===== src/rtl/tpg_pkg.sv =====
package tpg_pkg;

   typedef enum logic {
      PH_FIRST  = 1'b0,
      PH_SECOND = 1'b1
   } phase_e;

   // Number of enabled clocks in one full sequence of a maximal register.
   function automatic int unsigned seq_period(input int unsigned width, input bit half_rate);
      int unsigned states;
      states = (1 << width) - 1;
      return half_rate ? 2 * states : states;
   endfunction

   function automatic int unsigned cnt_bits(input int unsigned limit);
      return (limit < 2) ? 1 : $clog2(limit);
   endfunction

endpackage


===== src/rtl/lfsr_core.sv =====
module lfsr_core #(
   parameter int unsigned   WIDTH = 3,
   parameter logic [WIDTH-1:0] SEED  = 3'b100,
   parameter logic [WIDTH-1:0] TAPS  = 3'b110
) (
   input  logic             clk_i,
   input  logic             rst_i,
   input  logic             step_i,
   output logic [WIDTH-1:0] state_o
);

   logic [WIDTH-1:0] state_q;
   logic             fb;

   assign fb = ^(state_q & TAPS);

   always_ff @(posedge clk_i) begin
      if (rst_i) begin
         state_q <= SEED;
      end else if (state_q == '0) begin
         state_q <= SEED;
      end else if (step_i) begin
         state_q <= {state_q[WIDTH-2:0], fb};
      end
   end

   assign state_o = state_q;

endmodule


===== src/rtl/rate_ctrl.sv =====
module rate_ctrl
   import tpg_pkg::*;
#(
   parameter bit HALF_RATE = 1'b1
) (
   input  logic   clk_i,
   input  logic   rst_i,
   input  logic   run_i,
   output logic   step_o,
   output phase_e phase_o
);

   generate
      if (HALF_RATE) begin : g_half
         phase_e phase_q;

         always_ff @(posedge clk_i) begin
            if (rst_i) begin
               phase_q <= PH_FIRST;
            end else if (run_i) begin
               phase_q <= (phase_q == PH_FIRST) ? PH_SECOND : PH_FIRST;
            end
         end

         assign step_o  = run_i && (phase_q == PH_SECOND);
         assign phase_o = phase_q;
      end else begin : g_full
         assign step_o  = run_i;
         assign phase_o = PH_SECOND;
      end
   endgenerate

endmodule


===== src/rtl/period_tracker.sv =====
module period_tracker #(
   parameter int unsigned PERIOD = 14,
   parameter int unsigned CNT_W  = 4
) (
   input  logic             clk_i,
   input  logic             rst_i,
   input  logic             run_i,
   output logic [CNT_W-1:0] pos_o,
   output logic             last_o
);

   localparam logic [CNT_W-1:0] LAST_POS = CNT_W'(PERIOD - 1);

   logic [CNT_W-1:0] pos_q;

   always_ff @(posedge clk_i) begin
      if (rst_i) begin
         pos_q <= '0;
      end else if (run_i) begin
         pos_q <= (pos_q == LAST_POS) ? '0 : pos_q + 1'b1;
      end
   end

   assign pos_o  = pos_q;
   assign last_o = (pos_q == LAST_POS);

endmodule


===== src/rtl/halfrate_lfsr_tpg.sv =====
module halfrate_lfsr_tpg
   import tpg_pkg::*;
#(
   parameter int unsigned      WIDTH     = 3,
   parameter logic [WIDTH-1:0] SEED      = 3'b100,
   parameter logic [WIDTH-1:0] TAPS      = 3'b110,
   parameter bit               HALF_RATE = 1'b1
) (
   input  logic             clk_i,
   input  logic             rst_i,
   input  logic             run_en_i,
   output logic [WIDTH-1:0] pat_o,
   output logic             pat_vld_o,
   output logic             eop_o
);

   localparam int unsigned PERIOD = seq_period(WIDTH, HALF_RATE);
   localparam int unsigned CNT_W  = cnt_bits(PERIOD);

   generate
      if (WIDTH < 2) begin : g_bad_width
         $error("halfrate_lfsr_tpg: WIDTH must be at least 2");
      end
      if (SEED == '0) begin : g_bad_seed
         $error("halfrate_lfsr_tpg: SEED must be non-zero");
      end
      if (!TAPS[WIDTH-1]) begin : g_bad_taps
         $error("halfrate_lfsr_tpg: TAPS must include the top stage");
      end
   endgenerate

   logic             step;
   phase_e           phase;
   logic [CNT_W-1:0] pos;
   logic             at_last;
   logic [WIDTH-1:0] state;

   rate_ctrl #(
      .HALF_RATE (HALF_RATE)
   ) u_rate (
      .clk_i   (clk_i),
      .rst_i   (rst_i),
      .run_i   (run_en_i),
      .step_o  (step),
      .phase_o (phase)
   );

   lfsr_core #(
      .WIDTH (WIDTH),
      .SEED  (SEED),
      .TAPS  (TAPS)
   ) u_lfsr (
      .clk_i   (clk_i),
      .rst_i   (rst_i),
      .step_i  (step),
      .state_o (state)
   );

   period_tracker #(
      .PERIOD (PERIOD),
      .CNT_W  (CNT_W)
   ) u_period (
      .clk_i  (clk_i),
      .rst_i  (rst_i),
      .run_i  (run_en_i),
      .pos_o  (pos),
      .last_o (at_last)
   );

   assign pat_o     = state;
   assign pat_vld_o = run_en_i && !rst_i;
   assign eop_o     = run_en_i && !rst_i && at_last;

endmodule


===== config.mk =====
export PLATFORM = sky130hd
export DESIGN_NAME = halfrate_lfsr_tpg
export DESIGN_NICKNAME = d
export VERILOG_FILES = /design/src/rtl/tpg_pkg.sv /design/src/rtl/lfsr_core.sv /design/src/rtl/rate_ctrl.sv /design/src/rtl/period_tracker.sv /design/src/rtl/halfrate_lfsr_tpg.sv
export SDC_FILE = /design/constraint.sdc
export NUM_CORES = 1
export LEC_CHECK = 0
export BUFFER_PORTS_ARGS = -buffer_cell sky130_fd_sc_hd__buf_4
export CAP_MARGIN = 20
export CORE_AREA = 2 2 39 41
export DETAILED_ROUTE_END_ITERATION = 16
export DIE_AREA = 0 0 41 43
export SYNTH_ARGS = -nofsm -noshare
export SYNTH_HDL_FRONTEND = slang
export SYNTH_SLANG_ARGS = --single-unit

===== constraint.sdc =====
create_clock -name clk_i -period 1.5 [get_ports clk_i]
set_input_delay 0 -clock clk_i [delete_from_list [all_inputs] [get_ports clk_i]]
set_output_delay 0 -clock clk_i [all_outputs]
set_load 0.05 [all_outputs]

=== Yosys cells after proc, flatten, opt, wreduce, memory -nomap -nowiden ===
Index checks and enable logic that the tools add are counted.

* Add/subtract/negate cells: 1
* Multiply operators: 0
* Divide/modulo/power cells: 0
* Order comparisons: 0
* Equality and inequality tests: 1
* Shifts and indexed selects: 0
* Multiplexer cells: 2
* Bitwise gates (word level): 0
* Reduce and logical (&&, ||, !) cells: 7

{| class="wikitable"
|+ Operators with widths
! cell !! number
|-
| adder 4 x 1 -> 4 bit, second input constant || 1
|-
| == test 4 bit, second input constant || 1
|-
| 2-to-1 mux 4 bit || 1
|-
| logical AND 1 bit || 3
|-
| logical NOT 3 bit || 1
|-
| XOR reduction 3 bit || 1
|-
| OR reduction 2 bit || 1
|-
| logical NOT 1 bit || 1
|-
| 2-to-1 mux 1 bit || 1
|}

* Register bits after elaboration: 8
* Bits in latches: 0
* Memory bits (writable): 0
* ROM bits: 0
* Input bits: 3
* Output and inout bits: 5
* Word-level logic and storage cells: 14
* Memories kept: 0

=== Depth between registers and ports, before layout ===
* Depth after elaboration: 3
* Mapped depth: 3

=== Cells and area by module ===
Synthesis repeated with hierarchy kept, for this count alone.

* Cells, all modules: 34
* Area total of the unflattened synthesis: 360.3 sq um

{| class="wikitable"
|+ By module, submodules not included
! module !! instances !! cells an instance !! area an instance (sq um) !! sequential area each (sq um)
|-
| period_tracker || 1 || 17 || 188.9 || 80.1
|-
| lfsr_core || 1 || 11 || 116.4 || 60.1
|-
| rate_ctrl || 1 || 4 || 40.0 || 20.0
|-
| halfrate_lfsr_tpg || 1 || 2 || 15.0 || 0.0
|}

=== Worst setup path before layout ===
No wires, ideal clock.

* Kind: input to output
* From: in run_en_i
* To: out eop_o
* Arrival: 1357 ps
* Data required time: 1500 ps
* Setup slack: 143 ps
* Stages: 2
* Path buffers: 0
* Cells stage by stage: nor2b_1 -> and4_1

* Cells in the longest elaborated chain, start to end: 2

{| class="wikitable"
|+ RTL lines
! what !! RTL line !! text
|-
| from (decl) || halfrate_lfsr_tpg.sv:11 || <nowiki>input logic run_en_i,</nowiki>
|-
| logical AND 1 bit (2 in series) || halfrate_lfsr_tpg.sv:72 || <nowiki>assign eop_o = run_en_i && !rst_i && at_last;</nowiki>
|-
| to (decl) || halfrate_lfsr_tpg.sv:14 || <nowiki>output logic eop_o</nowiki>
|}

No other way between the ends.

=== Worst setup path in the final report ===
* From: in rst_i
* To: out eop_o

* Cells in the longest elaborated chain, start to end: 3

{| class="wikitable"
|+ RTL lines
! what !! RTL line !! text
|-
| from (decl) || halfrate_lfsr_tpg.sv:10 || <nowiki>input logic rst_i,</nowiki>
|-
| logical NOT 1 bit || halfrate_lfsr_tpg.sv:72 ||
|-
| logical AND 1 bit (2 in series) || halfrate_lfsr_tpg.sv:72 ||
|}

No other way between the ends.

==> run_results.csv <==
group,metric,value,unit
yosys,yosys.area.top_type_share,39.4,%
clock_tree,cts_max_level,1,
sta,setup_repair_after_global_routing_missed_its_margin,"no",
sta,fmax,0.809,GHz
grt,globalRouteMet3Util,3.14,%
run_status,result_of_the_run,"finished, final reports clean",
yosys,synthArstFlopShare,0,%
routing,drt-initial-drc-count,7,
placed_design,dpl-instance-area,452,µm²
final_layout,n_antenna_cell,0,
pwr,post-layout-total-power,0.475,mW
yosys,synth-edff-count,0,
die,io_pins,8,
worst_setup_path,timing.critical_path.slowest_stage_cell,"sky130_fd_sc_hd__dlygate4sd3_1",
grt,grt_busiest_layer,"met1",
placed_design,port_buffers,7,
final_layout,postLayoutCoreUtil,35.0,%
placed_design,post-dp-hpwl,489,µm
sta,min_period_over_period,82.5,%
sta,setup-tns-final,0,ns
grt,grt.met1_usage,15.0,%
pwr,static_leakage,0.198,nW
worst_setup_path,critical_path.max_stage_delay,0.54,ns
die,fp-row-count,14,
worst_setup_path,crit_required,1.50,ns
sta,whs,0.0968,ns
worst_setup_path,path_common_cell,"sky130_fd_sc_hd__buf_4",
sta,fin_skew,0.00426,ns
die,initial_utilization,29.4,%
die,die_w,41,µm
routing,route.vias.total,315,
die,dieHeight,43,µm
yosys,yosys-top-cells-area,"sky130_fd_sc_hd__dfxtp_1, sky130_fd_sc_hd__xnor2_1, sky130_fd_sc_hd__buf_6, sky130_fd_sc_hd__a41oi_2, sky130_fd_sc_hd__a311oi_2",
placed_design,dpl.cell_count,59,
yosys,synth-seq-cells,8,
yosys,post_synth_inst_count,39,
grt,initial_antenna_violation_count,0,
die,core,1380,µm²
sta,finalCriticalPeriod,1.24,ns
clock_tree,cts.clk_slew.worst_paths,0.05,ns
sta,finalSetupViolations,0,
yosys,predominant_post_synthesis_flop_cell,"sky130_fd_sc_hd__dfxtp_1",
final_layout,fill_cells,159,
final_layout,total_nets_final,52,
final_layout,area.growth.synth_to_final,19.1,%
final_layout,final_design_area_no_fill,484,µm²
yosys,ys_top_cells_by_count,"sky130_fd_sc_hd__dfxtp_1, sky130_fd_sc_hd__nor2_1, sky130_fd_sc_hd__xnor2_1",
yosys,synth.net_count,42,
yosys,netlist_area,407,µm²
grt,gr-total-overflow,0,
grt,via_count_of_the_first_global_routing_pass,290,
routing,antenna_violating_nets_left,0,
placed_design,finalWeightedCongestion,0.592,
clock_tree,post-cts-setup-buffers,0,
yosys,post-synth-top-area-cell,"sky130_fd_sc_hd__dfxtp_1",
clock_tree,clock_sinks,8,
yosys,post-synth-top-count-cell,"sky130_fd_sc_hd__dfxtp_1",
job,drv.max_cap_violation_count,0,
final_layout,share_of_cells_above_drive_strength_1,25.5,%
routing,postRouteWirelength,710,µm
routing,route.detailed.drc,0,
pwr,vdd_ir_drop_max,0.000396,V
grt,use_met2,14.1,%
worst_setup_path,timing.critical_path.to_type,"output port",
final_layout,post_layout_nonfiller_instances,63,
routing,viasPerCell,5.00,
clock_tree,clkLatencyLatePin,0.25,ns
clock_tree,cts_buffers,3,
sta,worst_slew_margin_rel,82.5,%
worst_setup_path,critical_path_arrival,1.24,ns
worst_setup_path,cp-start-kind,"input pin",
sta,max_slew.worst_pin.slew,0.260,ns
yosys,synthesis.area_per_instance,10.4,µm²
sta,final.setup.worst_slack,0.263,ns
min_path,hold_path.class,"input pin to flop",
clock_tree,tritoncts,"yes",
grt,global_route_wire_length_before_repair,1260,µm
grt,globalRouteTotalUtil,10.7,%
routing,drt-pass1-iter-count,2,
worst_setup_path,path_type_of_the_worst_setup_path,"input pin to output port",
die,fp.dieArea,1760,µm²
sta,number_of_pins_with_negative_max_slew_slack_in_the_final_report,0,
clock_tree,cts.root.buffer_cell,"sky130_fd_sc_hd__clkbuf_4",
clock_tree,clock_tree.buffer_depth,2,
worst_setup_path,crit_path_cell_trace,"dlygate4sd3_1 > buf_4 > nor2b_1 > and4_1 > buf_4",
worst_setup_path,critical-path-top-delay-family,"buffers and inverters",
routing,route.detailed.wl_per_inst,11.3,µm
yosys,synth_seq_area_share,39.4,%
worst_setup_path,timing.critical_path.fanout_max,12,
yosys,synth-warning-count,0,
pwr,power.density,981,nW/µm²
yosys,synth_cell_types,24,
worst_setup_path,critPathBufInv,3,
grt,grt_max_degree,14,
sta,hold_violations,0,
placed_design,worst_case_setup_slack_after_placement,0.544,ns
[final timing paths]
check	depth (start not counted)	to	slack, ns	from
hold reg to reg	2	u_lfsr.state_o[1]	0.54	u_lfsr.state_o[0]
hold / removal	2	u_lfsr.state_o[0]	0.1	run_en_i
setup / recovery	5	eop_o	0.26	rst_i
setup reg to reg	2	u_lfsr.state_o[2]	0.55	u_rate.phase_o
[power by group]
group	leakage, nW	switching, mW	internal, mW	total [mW]
clock	0.0138	0.0673	0.0912	0.158
combinational	0.119	0.0395	0.0321	0.0716
sequential	0.0654	0.0200	0.225	0.245
total	0.198	0.127	0.348	0.475
[flip-flops by register name, indices dropped and copies added (netlist names)]
signal,cells
u_lfsr.state_o,3
u_rate.phase_o,1
u_period.pos_o,4
[routing by layer]
| metal | share of wire [%] | wire [µm] |
|---|---|---|
| met5 | 0 | 0 |
| met4 | 0 | 0 |
| met3 | 5.5 | 39 |
| met2 | 45 | 320 |
| met1 | 49 | 350 |
[kinds of logic after synthesis]
family	synth area share (%)
AOI/OAI and AO/OA	27.1
xor gates and xnor gates	6.46
buffers and inverters	6.77
DFF	39.4
muxes	2.46
and+or+nand+nor	17.8
[area by class of cell]
cell class	count	area [µm²]	share of cell area (%)
Sequential cell	8	160	33.1
Timing Repair Buffer	8	62.6	12.9
Multi-Input combinational cell	28	219	45.2
Clock buffer	3	22.5	4.65
Tap cell	16	20.0	4.13
[repair_timing]
action                                  in CTS  in global routing
endpoints found under the setup margin       0                  0
hold buffers                                 1                  0
gates resized for setup                      0                  0
hold endpoints to repair                     1                  0
[cells in the final DEF, fill, tap and decap left out, types with 2 or more instances in the layout]
cell type / netlist / final
sky130_fd_sc_hd__dfxtp_1: 8 / 8
sky130_fd_sc_hd__buf_4: 0 / 7
sky130_fd_sc_hd__nor2_1: 3 / 3
sky130_fd_sc_hd__xnor2_1: 3 / 3
sky130_fd_sc_hd__clkbuf_4: 0 / 3
sky130_fd_sc_hd__nor2b_1: 2 / 2
sky130_fd_sc_hd__nand2b_1: 2 / 2
sky130_fd_sc_hd__a21oi_1: 2 / 2
(Power assumes the default switching activity.)
